--- config.mk ---
export PLATFORM = sky130hd
export DESIGN_NAME = sec_ack_unit
export DESIGN_NICKNAME = d
export VERILOG_FILES = /design/src/rtl/sec_ack_pkg.sv /design/src/rtl/sec_ack_filter.sv /design/src/rtl/sec_ack_eoi.sv /design/src/rtl/sec_ack_stack.sv /design/src/rtl/sec_ack_unit.sv
export SDC_FILE = /design/constraint.sdc
export NUM_CORES = 1
export LEC_CHECK = 0
export ABC_AREA = 1
export BUFFER_PORTS_ARGS = -buffer_cell sky130_fd_sc_hd__buf_2
export CAP_MARGIN = 20
export CORE_ASPECT_RATIO = 1.4
export CORE_UTILIZATION = 59
export CTS_BUF_LIST = sky130_fd_sc_hd__clkbuf_8 sky130_fd_sc_hd__clkbuf_16
export DETAILED_ROUTE_END_ITERATION = 16
export PLACE_DENSITY = 0.79
export SETUP_SLACK_MARGIN = 0.05
export SYNTH_ARGS = -nofsm -noshare
export SYNTH_HDL_FRONTEND = slang
export SYNTH_HIERARCHICAL = 1
export SYNTH_SLANG_ARGS = --single-unit
export TNS_END_PERCENT = 100
--- constraint.sdc ---
create_clock -name clk -period 3.49 [get_ports clk]
set_input_delay 0.1745 -clock clk [delete_from_list [all_inputs] [get_ports clk]]
set_output_delay 0.1745 -clock clk [all_outputs]
set_load 0.02 [all_outputs]
--- src/rtl/sec_ack_pkg.sv ---
package sec_ack_pkg;

  localparam int ID_W = 10;
  localparam logic [ID_W-1:0] ID_NONE   = 10'd1023;
  localparam logic [ID_W-1:0] ID_HIDDEN = 10'd1022;

  typedef enum logic [1:0] {
    VIS_OPEN    = 2'd0,
    VIS_PASS    = 2'd1,
    VIS_HIDE_NS = 2'd2,
    VIS_HIDE_S  = 2'd3
  } vis_e;

  // Effective security of a request.
  function automatic logic eff_secure(input logic has_sec, input logic req_sec);
    return !has_sec || req_sec;
  endfunction

  // Visibility of the pending interrupt to a requester.
  function automatic vis_e classify(input logic [ID_W-1:0] id,
                                    input logic grp1,
                                    input logic sec,
                                    input logic ackctl,
                                    input int unsigned num_irq);
    vis_e v;
    if (32'(id) >= num_irq)          v = VIS_PASS;
    else if (!grp1 && !sec)          v = VIS_HIDE_NS;
    else if (grp1 && sec && !ackctl) v = VIS_HIDE_S;
    else                             v = VIS_OPEN;
    return v;
  endfunction

  // Strict priority test: pending must be more urgent than running.
  function automatic logic prio_beats(input logic [15:0] pend, input logic [15:0] run);
    return pend < run;
  endfunction

endpackage

--- src/rtl/sec_ack_filter.sv ---
module sec_ack_filter
  import sec_ack_pkg::*;
#(
  parameter int unsigned PRIO_W  = 8,
  parameter int unsigned NUM_IRQ = 1020,
  parameter bit          HAS_SEC = 1'b1,
  localparam int unsigned RP_W   = PRIO_W + 1
) (
  input  logic              ack_req,
  input  logic [ID_W-1:0]   pend_id,
  input  logic [PRIO_W-1:0] pend_prio,
  input  logic              pend_grp,
  input  logic              req_secure,
  input  logic              ack_ctl,
  input  logic [RP_W-1:0]   run_prio,
  input  logic              stack_full,
  output logic [ID_W-1:0]   ack_id,
  output logic              grant
);

  logic            sec_eff;
  logic            prio_ok;
  vis_e            vis;
  logic [ID_W-1:0] resp;

  always_comb begin
    sec_eff = eff_secure(HAS_SEC, req_secure);
    vis     = classify(pend_id, pend_grp, sec_eff, ack_ctl, NUM_IRQ);
    prio_ok = prio_beats(16'(pend_prio), 16'(run_prio));
    resp    = ID_NONE;
    grant   = 1'b0;
    unique case (vis)
      VIS_PASS:    resp = pend_id;
      VIS_HIDE_NS: resp = ID_NONE;
      VIS_HIDE_S:  resp = ID_HIDDEN;
      default: begin
        if (prio_ok && !stack_full) begin
          resp  = pend_id;
          grant = ack_req;
        end
      end
    endcase
    ack_id = ack_req ? resp : ID_NONE;
  end

endmodule

--- src/rtl/sec_ack_eoi.sv ---
module sec_ack_eoi
  import sec_ack_pkg::*;
#(
  parameter int unsigned NUM_IRQ = 1020,
  parameter bit          HAS_SEC = 1'b1
) (
  input  logic            eoi_req,
  input  logic            ack_req,
  input  logic [ID_W-1:0] eoi_id,
  input  logic            eoi_grp,
  input  logic            req_secure,
  input  logic [ID_W-1:0] run_id,
  output logic            pop
);

  logic sec_eff;
  logic blocked;
  logic in_range;
  logic hit;

  always_comb begin
    sec_eff  = eff_secure(HAS_SEC, req_secure);
    blocked  = !sec_eff && !eoi_grp;
    in_range = 32'(eoi_id) < NUM_IRQ;
    hit      = in_range && (eoi_id == run_id);
    pop      = eoi_req && !ack_req && !blocked && hit;
  end

endmodule

--- src/rtl/sec_ack_stack.sv ---
module sec_ack_stack
  import sec_ack_pkg::*;
#(
  parameter int unsigned PRIO_W = 8,
  parameter int unsigned DEPTH  = 4,
  localparam int unsigned RP_W  = PRIO_W + 1,
  localparam int unsigned CNT_W = $clog2(DEPTH + 1)
) (
  input  logic              clk,
  input  logic              rst_n,
  input  logic              push,
  input  logic              pop,
  input  logic [ID_W-1:0]   new_id,
  input  logic [PRIO_W-1:0] new_prio,
  output logic [ID_W-1:0]   cur_id,
  output logic [RP_W-1:0]   cur_prio,
  output logic              full
);

  localparam logic [RP_W-1:0] IDLE_RP = RP_W'(1) << PRIO_W;

  logic [ID_W-1:0]  sv_id   [DEPTH];
  logic [RP_W-1:0]  sv_prio [DEPTH];
  logic [CNT_W-1:0] cnt;
  logic             save;
  logic [ID_W-1:0]  top_id;
  logic [RP_W-1:0]  top_prio;

  assign save = push && (cur_id != ID_NONE);
  assign full = (cnt == CNT_W'(DEPTH));

  for (genvar i = 0; i < DEPTH; i++) begin : g_slot
    logic [ID_W-1:0] id_q;
    logic [RP_W-1:0] prio_q;
    always_ff @(posedge clk or negedge rst_n) begin
      if (!rst_n) begin
        id_q   <= ID_NONE;
        prio_q <= IDLE_RP;
      end else if (save && (cnt == CNT_W'(i))) begin
        id_q   <= cur_id;
        prio_q <= cur_prio;
      end
    end
    assign sv_id[i]   = id_q;
    assign sv_prio[i] = prio_q;
  end

  always_comb begin
    top_id   = ID_NONE;
    top_prio = IDLE_RP;
    for (int i = 0; i < DEPTH; i++) begin
      if (cnt == CNT_W'(i + 1)) begin
        top_id   = sv_id[i];
        top_prio = sv_prio[i];
      end
    end
  end

  always_ff @(posedge clk or negedge rst_n) begin
    if (!rst_n) begin
      cur_id   <= ID_NONE;
      cur_prio <= IDLE_RP;
      cnt      <= '0;
    end else if (push) begin
      cur_id   <= new_id;
      cur_prio <= {1'b0, new_prio};
      if (save) cnt <= cnt + CNT_W'(1);
    end else if (pop) begin
      cur_id   <= top_id;
      cur_prio <= top_prio;
      if (cnt != '0) cnt <= cnt - CNT_W'(1);
    end
  end

endmodule

--- src/rtl/sec_ack_unit.sv ---
module sec_ack_unit
  import sec_ack_pkg::*;
#(
  parameter int unsigned PRIO_W  = 8,
  parameter int unsigned NUM_IRQ = 1020,
  parameter int unsigned DEPTH   = 4,
  parameter bit          HAS_SEC = 1'b1
) (
  input  logic              clk,
  input  logic              rst_n,
  input  logic              ack_req,
  input  logic [9:0]        pend_id,
  input  logic [PRIO_W-1:0] pend_prio,
  input  logic              pend_grp,
  input  logic              req_secure,
  input  logic              ack_ctl,
  input  logic              eoi_req,
  input  logic [9:0]        eoi_id,
  input  logic              eoi_grp,
  output logic [9:0]        ack_id,
  output logic              ack_taken,
  output logic              eoi_done,
  output logic [9:0]        run_id,
  output logic [PRIO_W:0]   run_prio
);

  logic stack_full;

  sec_ack_filter #(.PRIO_W(PRIO_W), .NUM_IRQ(NUM_IRQ), .HAS_SEC(HAS_SEC)) u_filter (
    .ack_req    (ack_req),
    .pend_id    (pend_id),
    .pend_prio  (pend_prio),
    .pend_grp   (pend_grp),
    .req_secure (req_secure),
    .ack_ctl    (ack_ctl),
    .run_prio   (run_prio),
    .stack_full (stack_full),
    .ack_id     (ack_id),
    .grant      (ack_taken)
  );

  sec_ack_eoi #(.NUM_IRQ(NUM_IRQ), .HAS_SEC(HAS_SEC)) u_eoi (
    .eoi_req    (eoi_req),
    .ack_req    (ack_req),
    .eoi_id     (eoi_id),
    .eoi_grp    (eoi_grp),
    .req_secure (req_secure),
    .run_id     (run_id),
    .pop        (eoi_done)
  );

  sec_ack_stack #(.PRIO_W(PRIO_W), .DEPTH(DEPTH)) u_stack (
    .clk      (clk),
    .rst_n    (rst_n),
    .push     (ack_taken),
    .pop      (eoi_done),
    .new_id   (pend_id),
    .new_prio (pend_prio),
    .cur_id   (run_id),
    .cur_prio (run_prio),
    .full     (stack_full)
  );

endmodule

; Yosys cells after proc, flatten, opt, wreduce, memory -nomap -nowiden
; Cells that the tools add are included.
[classes]
add_sub_neg = 2
multipliers = 0
div_mod_pow = 0
n_lt_le_gt_ge = 3
eq_ne = 10
shift = 0
muxes = 24
bitwise = 0
n_reduce_logical = 27
[ops]
columns = operator, n
row1 = two-way mux 10 bit, 8
row2 = two-way mux 9 bit, 6
row3 = case mux 10 bit (3 select lines), 1
row4 = logical AND 1 bit, 14
row5 = two-way mux 3 bit, 4
row6 = == test 10 bit, 1
row7 = greater-or-equal comparator 10 bit (second input constant), 1
row8 = < comparator 10 bit (second input constant), 1
row9 = != test 10 bit (second input constant), 1
row10 = < comparator 8 x 9 -> 1 bit, 1
row11 = logical NOT 1 bit, 7
row12 = == test 3 x 2 -> 1 bit (second input constant), 2
row13 = two-way mux 2 bit, 3
row14 = == test 2 bit (second input constant), 2
row15 = nonzero test 2 bit, 2
row16 = adder 3 x 1 -> 3 bit (second input constant), 1
row17 = == test 3 x 1 -> 1 bit (second input constant), 1
row18 = == test 3 bit (second input constant), 1
row19 = logical NOT 3 bit, 1
row20 = AND reduction 3 bit, 1
row21 = nonzero test 3 bit, 1
row22 = OR reduction 3 bit, 1
row23 = subtractor 3 x 1 -> 3 bit (second input constant), 1
row24 = == test 2 x 1 -> 1 bit (second input constant), 1
row25 = 2 further kinds, 3
[word_totals]
regBits = 98
latch_bits = 0
ramBits = 0
mem_bits_ro = 0
inputBits = 36
output_inout_bits = 31
word_cells = 77
mem_count = 0

; Longest topological paths before layout
; Gate-level depths: netlist of the first run.
[depth]
depth_word = 11
ltp_mapped = 19
depth_no_buf = 16

; Hierarchy
; The synthesis of the first run kept the hierarchy.
[modules_own_cells]
columns = module, n_inst, cells_per_inst, area_each_um2
row1 = sec_ack_stack, 1, 702, 5292.6
row2 = sec_ack_filter, 1, 85, 469.2
row3 = sec_ack_eoi, 1, 59, 237.7

; Worst setup path after synthesis of the first run
; No wires, ideal clock.
[synth_timing]
path_type = register -> register
startpoint = reg u_stack.cnt[0]
endpoint = reg u_stack.g_slot[1].id_q[2]
setup_time_ns = 0.062
arrival_ns = 2.981
setup_slack_ns = 0.447
stages_incl_launch_ff = 19
path_cell_list = dfrtp_1 -> inv_1 -> ha_1 -> nand2_1 -> buf_2 -> buf_1 -> inv_1 -> inv_1 -> nand2_2 -> a21oi_4 -> nand2_2 -> nor2_4 -> nand2_2 -> nor2_2 -> buf_4 -> buf_4 -> clkbuf_1 -> nand4_1 -> nand2_1
[synth_via]
elab_chain_len = 7
word_cells_on_any_way = 8
[synth_rtl]
columns = item, line
row1 = start: declaration, sec_ack_stack.sv:24  ; logic [CNT_W-1:0] cnt;
row2 = start signal: assignment, sec_ack_stack.sv:67  ; if (save) cnt <= cnt + CNT_W'(1);
row3 = start signal: assignment, sec_ack_stack.sv:71  ; if (cnt != '0) cnt <= cnt - CNT_W'(1);
row4 = == test 3 bit, sec_ack_stack.sv:30  ; assign full = (cnt == CNT_W'(DEPTH));
row5 = net stack_full, sec_ack_unit.sv:27  ; logic stack_full;
row6 = logical NOT 1 bit, sec_ack_filter.sv:37  ; if (prio_ok && !stack_full) begin
row7 = logical AND 1 bit, sec_ack_filter.sv:37
row8 = two-way mux 1 bit, sec_ack_filter.sv:37
row9 = two-way mux 1 bit, sec_ack_filter.sv:32  ; unique case (vis)
row10 = net ack_taken, sec_ack_unit.sv:21  ; output logic ack_taken,
row11 = logical AND 1 bit, sec_ack_stack.sv:29  ; assign save = push && (cur_id != ID_NONE);
row12 = logical AND 1 bit, sec_ack_stack.sv:39  ; end else if (save && (cnt == CNT_W'(i))) begin
row13 = end signal: assignment, sec_ack_stack.sv:40  ; id_q <= cur_id;
row14 = end: declaration, sec_ack_stack.sv:33  ; logic [ID_W-1:0] id_q;
; The timed path passes the listed nets, and every way through them passes these cells.
; A chain may end at the register's enable or synchronous reset.

; Worst setup path in the final report of the first run
[layout_timing]
startpoint = reg u_stack.cur_prio[4]
endpoint = reg u_stack.cur_prio[6]
[layout_via]
elab_chain_len = 5
word_cells_on_any_way = 6
[layout_rtl]
columns = item, line
row1 = start: declaration, sec_ack_stack.sv:16  ; output logic [RP_W-1:0] cur_prio,
row2 = start signal: assignment, sec_ack_stack.sv:66  ; cur_prio <= {1'b0, new_prio};
row3 = start signal: assignment, sec_ack_stack.sv:70  ; cur_prio <= top_prio;
row4 = < comparator 8 x 9 -> 1 bit (*), sec_ack_pkg.sv:35  ; return pend < run;
row5 = logical AND 1 bit (*), sec_ack_filter.sv:37
row6 = two-way mux 1 bit (*), sec_ack_filter.sv:37
row7 = two-way mux 1 bit (*), sec_ack_filter.sv:32
row8 = two-way mux 9 bit / nonzero test 2 bit (equally long branches), -
; Mark *: on every way between the ends. The rest lies on a longest branch, timed or not.

==> results.ini, run 1 <==
[floorplanning]
ioPinCount = 67
rows = 43
dieWidth_um = 87.2
initial_core_util_pct = 60.6
dieHeight_um = 121
die_area_um2 = 10600
core_area_um2 = 9900

[setup_path]
r2r_cells = 16
required_ns = 3.72
cp_top_family = simple AND/OR/NAND/NOR gates
path_max_fanout = 19
critical_path.cell_chain = inv_1 > ha_1 > nand2_1 > inv_1 > nand2_1 > nand2_1 > nand2_1 > inv_1 > nor2_4 > nand2_2 > nor2_4 > inv_1 > nand2_1 > nor2_1 > nand2_1 > nand2_1
crit_slowest_cell = nand2_1
regToRegSetupSlack_ns = 0.38
startpoint_type = register
crit_buf_inv = 4
critical_path.max_stage_delay_ns = 0.58
crit_type = register to register
cp-end-kind = register
crit-reg2reg-launch = u_stack/cur_prio[4]
cpMostUsedCell = nand2_1
cp_data_arrival_time_ns = 3.34
r2r_end = u_stack/cur_prio[6]

[power]
intPower_mw = 2.94
power_frac_seq_pct = 40.7
vdd_drop_max_uv = 394
netSwitchingFraction_pct = 45.1
p_leak_nw = 3.61
pwr-share-clk_pct = 18.4
p_per_area_nw_per_um2 = 809
combPwrFrac_pct = 40.9
p_total_mw = 5.36
p_switching_mw = 2.42

[routing]
wl_per_cell_um = 15.5
wl_um = 15900
vias = 5740
avgViaCountPerCell = 5.58
ant_nets = 0
drt_iter0_markers = 628
drc = 0
drtPass1Iterations = 6

[timing]
setup_slack_ns = 0.383
relSlewSlack_pct = 40.8
fin_crit_sh_pct = 89.0
fmax_ghz = 0.322
rsz0062_at_grt = false
clock_skew_ns = 0.0111
worstMarginPinSlew_ns = 0.888
finalHoldViolations = 0
final_max_slew_viol_count = 0
period_needed_ns = 3.11
fin_tns_setup_ns = 0
final-setup-viol-count = 0

[global_route]
grt_first_pass_wirelength_um = 26200
grt_max_degree = 71
grt_util_met3_pct = 5.24
grt_pass1_vias = 5394
grt_use_met2_pct = 47.7
grt.busiest_layer = met2
use_met1_pct = 46.1
antenna_found_initial = 0
gr-total-overflow = 0
gr-usage-all-layers_pct = 32.2

[layout]
n_fill_cell = 869
finalNonFillerCells = 1028
synthToLayoutAreaGrowth_pct = 10.5
nets = 937
antenna_cells = 0
layout-drive-gt1-share_pct = 18.1
fin_area_um2 = 6630

[job]
maxCapViolations = 0

[place]
pre_cts_ws_ns = 0.414
hpwl_um = 10500
gp_congestion = 0.904
place_inst = 1011
portBuffers = 66
dpl-instance-area_um2 = 6320

[cts]
worstSkewPairLatency_ns = 0.35
post_cts_buffers = 0
root_buffer = clkbuf_16
cts_tree = built
cts.sinks = 98
clkTransAtPathRegs_ns = 0.07
ctsHtreeMaxLevel = 3
numCtsBuffers = 9
clockBufferDepth = 2

[logic_synthesis]
synthFlopType = dfstp_2
postSynthNetCount = 895
yosys_warnings = 6
yosysTopAreaCell = nand2_1
synthArstFlopShare_pct = 100
synth.area.top_cells = nand2_1 24%, dfstp_2 24%, dfrtp_1 18%
synth.most_common_cell = nand2_1
synth_commonest_cells = 389 x nand2_1, 95 x inv_1, 86 x nand4_1
synth_seq_cells = 98
syn_avg_cell_area_um2 = 7.09
ys_types = 26
netlist_area_um2 = 6000
synth_edf_count = 0
yosysSeqAreaShare_pct = 42.0
postSynthCellCount = 846
yosysTopAreaCellShare_pct = 24.3

[hold_path]
min_path_cells = 3
min-delay-start = pend_prio[7]
min_path_type = input pin to register
min_to = u_stack/cur_prio[7]

[status]
status = finished, final reports clean

==> worst reg2reg max path, stage by stage, from the launching register on <==
cell and delay (ns):
dfrtp_1 0.53, inv_1 0.08, ha_1 0.29, nand2_1 0.09, inv_1 0.05, nand2_1 0.06
nand2_1 0.05, nand2_1 0.10, inv_1 0.08, nor2_4 0.20, nand2_2 0.09, nor2_4 0.33
inv_1 0.16, nand2_1 0.59, nor2_1 0.14, nand2_1 0.10, nand2_1 0.04
==> metal layers <==
metal / share of wire, % / wire length [um] / vias to the layer above
li1: - / - / 2755
met1: 43 / 6840 / 2677
met2: 47 / 7510 / 280
met3: 7.5 / 1200 / 28
met4: 2.5 / 393 / 0
met5: 0 / 0 / -
==> layout make-up <==
type	instances	area, um^2	area share (%)
Timing Repair Buffer	76	410	6.19
Inverter	97	364	5.49
Tap cell	135	169	2.55
Sequential cell	98	2520	38.0
Clock buffer	9	225	3.40
Multi-Input combinational cell	606	2870	43.3
Clock inverter	7	70.1	1.06
==> flip-flops by register name, summed over array words and instances (netlist names) <==
name and flops:
u_stack/g_slot.prio_q 36, u_stack/cnt 3, u_stack/cur_prio 9, u_stack/cur_id 10, u_stack/g_slot.id_q 40
==> power groups by stage <==
stage,registers (mW),clock network (mW),logic (mW)
2_1_floorplan,2.12,0,1.52
3_3_place_gp,2.15,0,2.09
3_5_place_dp,2.17,0,2.15
4_1_cts,2.16,1.00,2.17
5_1_grt,2.22,1.05,2.46
6_report,2.18,0.987,2.19
==> worst max path at each step <==
stage	cells after the start	slack, ns	start	endpoint
floorplan	18	0.45	u_stack/cnt[0]	u_stack/g_slot[1].id_q[2]
global placement	16	0.58	u_stack/cur_prio[4]	u_stack/cur_prio[4]
detailed placement	16	0.41	u_stack/cur_prio[4]	u_stack/cur_prio[6]
CTS	16	0.40	u_stack/cur_prio[4]	u_stack/cur_prio[6]
global route	16	0.07	u_stack/cur_prio[4]	u_stack/cur_prio[2]
finish	16	0.38	u_stack/cur_prio[4]	u_stack/cur_prio[6]
==> logic make-up after synthesis <==
| kind of cell | Yosys count | share of synthesized area (%) |
|---|---|---|
| buffers and inverters | 142 | 10.3 |
| XOR/XNOR | 5 | 0.730 |
| AND/OR/NAND/NOR | 563 | 41.2 |
| AO/OA/AOI/OAI | 25 | 3.02 |
| adder cells (fa/ha/maj) | 13 | 2.71 |
| flip-flops | 98 | 42.0 |
==> metrics by stage <==
step	hold slack [ns]	util, %
2_1_floorplan	-0.121	-
3_3_place_gp	0.351	63.9
3_5_place_dp	0.365	63.9
4_1_cts	0.0872	67.0
5_1_grt	0.0999	67.0
6_report	0.104	67.0
==> cells in the final DEF (no fill, tap or decap), drive strengths merged, types with 2 or more instances in the layout <==
| cell type | n |
|---|---|
| clkbuf | 9 |
| dfrtp | 43 |
| clkinv | 4 |
| xor2 | 3 |
| a22oi | 18 |
| nand3 | 11 |
| nor2 | 62 |
| dfstp | 55 |
| buf | 75 |
| ha | 13 |
| inv | 96 |
| nand4 | 86 |
| xnor2 | 2 |
| a21oi | 3 |
| o21ai | 4 |
| nand2 | 393 |
| nand3b | 11 |
| clkinvlp | 3 |
==> repair_timing <==
item                      in CTS  in global routing
hold buffers                   1                  0
hold endpoints to repair      42                  0
gates resized for setup        0                  0
(Power assumes the default switching activity.)
==> run 2, diff against run 1 <==
ABC_AREA = not set   (was 1)
CORE_UTILIZATION = 58   (was 59)
==> results.ini, run 2 <==
[layout]
n_fill_cell = 647  ; was 869
largest_reg_flops = 40  ; unchanged
layout-drive-gt1-share_pct = 47.4  ; was 18.1%
final_common_cell = mux2_2  ; was nand2_1
top_regs = u_stack/g_slot.id_q x40, u_stack/g_slot.prio_q x36, u_stack/cur_id x10  ; unchanged
finalNonFillerCells = 599  ; was 1028
layout.area.seq_um2 = 2520  ; unchanged
antenna_cells = 0  ; unchanged
final_cell_mix = 76 x mux2_2, 65 x buf_2, 55 x dfstp_2  ; was 389 x nand2_1, 95 x inv_1, 86 x nand4_1
top_register = u_stack/g_slot.id_q  ; unchanged
synthToLayoutAreaGrowth_pct = 14.2  ; was 10.5%
fin_area_um2 = 5870  ; was 6630 um^2
post-route-util_pct = 68.2  ; was 67.0%
multi_input_area_um2 = 2360  ; was 2870 um^2
nets = 538  ; was 937

[logic_synthesis]
syn_avg_cell_area_um2 = 12.1  ; was 7.09 um^2
netlist_area_um2 = 5140  ; was 6000 um^2
synth_top_family_by_area = multiplexers  ; was simple AND/OR/NAND/NOR gates
synth_seq_cells = 98  ; unchanged
synth.area.mux_share_pct = 16.8  ; was 0%
yosysTopAreaCellShare_pct = 28.1  ; was 24.3%
yosysTopAreaCell = dfstp_2  ; was nand2_1
synthSimpleGateAreaFrac_pct = 10.4  ; was 41.2%
postSynthNetCount = 473  ; was 895
synth-xor-area-share_pct = 1.87  ; was 0.730%
synthArstFlopShare_pct = 100  ; unchanged
yosys_warnings = 6  ; unchanged
yosysSeqAreaShare_pct = 49.1  ; was 42.0%
synth_commonest_cells = 76 x mux2_2, 55 x dfstp_2, 43 x dfrtp_1  ; was 389 x nand2_1, 95 x inv_1, 86 x nand4_1
synthFlopType = dfstp_2  ; unchanged
synthAdderAreaFrac_pct = 3.16  ; was 2.71%
synth_compound_area_share_pct = 13.7  ; was 3.02%
ys_types = 50  ; was 26
postSynthCellCount = 424  ; was 846
synth.most_common_cell = mux2_2  ; was nand2_1
synth_edf_count = 0  ; unchanged
synth.area.top_cells = dfstp_2 28%, dfrtp_1 21%, mux2_2 17%  ; was nand2_1 24%, dfstp_2 24%, dfrtp_1 18%

[status]
violations = hold timing
status = finished, violations left  ; was finished, final reports clean

[floorplanning]
ioPinCount = 67  ; unchanged
rows = 40  ; was 43
dieHeight_um = 113  ; was 121 um
initial_core_util_pct = 59.7  ; was 60.6%
core_area_um2 = 8610  ; was 9900 um^2
dieWidth_um = 81.6  ; was 87.2 um
die_area_um2 = 9250  ; was 10600 um^2

[setup_path]
r2r_cells = 10  ; was 16
startpoint_type = register  ; unchanged
path_max_fanout = 19  ; unchanged
regToRegSetupSlack_ns = 0.29  ; was 0.38 ns
crit_type = register to register  ; unchanged
cp-end-kind = register  ; unchanged
cp_data_arrival_time_ns = 3.43  ; was 3.34 ns
crit-reg2reg-launch = u_stack/cnt[1]  ; was u_stack/cur_prio[4]
required_ns = 3.72  ; about the same
r2r_end = u_stack/g_slot[2].prio_q[6]  ; was u_stack/cur_prio[6]

[timing]
period_needed_ns = 3.20  ; was 3.11 ns
relSlewSlack_pct = 37.5  ; was 40.8%
fin_tns_setup_ns = 0  ; unchanged
final-setup-viol-count = 0  ; unchanged
hold_slack_ns = -0.0267  ; was 0.104 ns
final_max_slew_viol_count = 0  ; unchanged
rsz0062_at_grt = false  ; unchanged
finalHoldViolations = 13  ; was 0
worstMarginPinSlew_ns = 0.937  ; was 0.888 ns
fin_crit_sh_pct = 91.7  ; was 89.0%
fmax_ghz = 0.313  ; was 0.322 GHz
clock_skew_ns = 0.00866  ; was 0.0111 ns
setup_slack_ns = 0.290  ; was 0.383 ns

[routing]
wl_um = 12300  ; was 15900 um
vias = 3873  ; was 5740
ant_nets = 0  ; unchanged
drt_iter0_markers = 258  ; was 628
wl_per_cell_um = 20.5  ; was 15.5 um
avgViaCountPerCell = 6.47  ; was 5.58
drc = 0  ; unchanged
drtPass1Iterations = 5  ; was 6

[place]
dpl-instance-area_um2 = 5510  ; was 6320 um^2
place_inst = 582  ; was 1011
hpwl_um = 8240  ; was 10500 um
portBuffers = 66  ; unchanged
gp_congestion = 0.843  ; was 0.904
pre_cts_ws_ns = 0.307  ; was 0.414 ns

[power]
p_leak_nw = 2.61  ; was 3.61 nW
p_per_area_nw_per_um2 = 829  ; was 809 nW/um^2
vdd_drop_max_uv = 432  ; was 394 uV

[cts]
cts.sinks = 98  ; unchanged
cts_tree = built  ; unchanged
clkTransAtPathRegs_ns = 0.07  ; about the same
worstSkewPairLatency_ns = 0.35  ; about the same
clockBufferDepth = 2  ; unchanged
postCtsResizedCells = 0  ; unchanged
root_buffer = clkbuf_16  ; unchanged
ctsHtreeMaxLevel = 3  ; unchanged
numCtsBuffers = 9  ; unchanged

[job]
maxCapViolations = 0  ; unchanged

[global_route]
gr-total-overflow = 0  ; unchanged
grt_first_pass_wirelength_um = 19200  ; was 26200 um
gr-usage-all-layers_pct = 28.1  ; was 32.2%
grt_max_degree = 77  ; was 71
grt_pass1_vias = 3799  ; was 5394
antenna_found_initial = 0  ; unchanged

[hold_path]
min_path_type = input pin to asynchronous set/reset pin  ; was input pin to register

## run 2: cell types whose count changed after synthesis, sizes merged, moves of 54 or more
cell / before / now
nor2: 62 / 8
nand2: 393 / 17
inv: 96 / 25
mux2: 0 / 76
nand4: 86 / 7
## run 2: timing repair
action / in CTS / in global routing
endpoints found under the setup margin: 0 / 4
hold buffers: 0 / 0
setup buffers: 0 / 1
## run 2: stage by stage
stage | hold slack [ns] | total power, mW
5_1_grt | 0.0533 | 5.11
3_5_place_dp | 0.373 | 3.73
2_1_floorplan | -0.121 | 3.18
3_3_place_gp | 0.366 | 3.63
6_report | -0.0267 | 4.87
4_1_cts | 0.00481 | 4.87
## run 2: cell type report
cell class / count / share of cell area [%]
clock inverter: 7 / 1.98
clock buffer: 9 / 3.84
sequential: 98 / 42.9
inverter: 25 / 1.60
timing repair buffer: 76 / 7.16
multi-input combinational: 279 / 40.2
tap: 105 / 2.24
## run 2: cell families (layout without fill, tap and decap cells)
logic type	Yosys count	after routing
buffers and inverters	47	117
AO/OA/AOI/OAI	96	96
XOR/XNOR	11	11
AND/OR/NAND/NOR	82	82
multiplexers	77	77
adder cells (fa/ha/maj)	13	13
flip-flops	98	98
## run 2: how the worst max path moves through the flow
stage,from,endpoint,slack [ns],cells after the start
after global routing,u_stack/cnt[1],u_stack/cur_id[8],0.05,12
after global placement,u_stack/cnt[0],u_stack/g_slot[2].prio_q[7],0.45,10
final,u_stack/cnt[1],u_stack/g_slot[2].prio_q[6],0.29,10
after CTS,u_stack/cnt[1],u_stack/g_slot[3].prio_q[1],0.26,10
after detailed placement,u_stack/cnt[1],u_stack/g_slot[3].prio_q[5],0.31,10
after floorplan,u_stack/cnt[0],u_stack/g_slot[2].prio_q[0],0.24,13
## run 2: where the power goes
part	switching [mW]	total, mW	internal, mW
logic	0.898	1.63	0.733
registers	0.393	2.11	1.71
clock network	0.428	1.13	0.700
## run 2: critical path: stages, from the launching register on
cell and delay (ns):
dfrtp_1 0.44, inv_1 0.11, ha_1 0.27, nand2_1 0.26
inv_1 0.10, a2111o_1 0.42, a21oi_4 0.27, and2_1 0.23
and2b_2 0.25, nand3_4 0.32, mux2_2 0.40
## run 2: metal layers
layer | GRT usage (%) | share of wire, %
met5 | 0 | 0
met4 | 12.9 | 2.5
met3 | 4.64 | 5.8
met2 | 45.6 | 50
met1 | 36.5 | 42
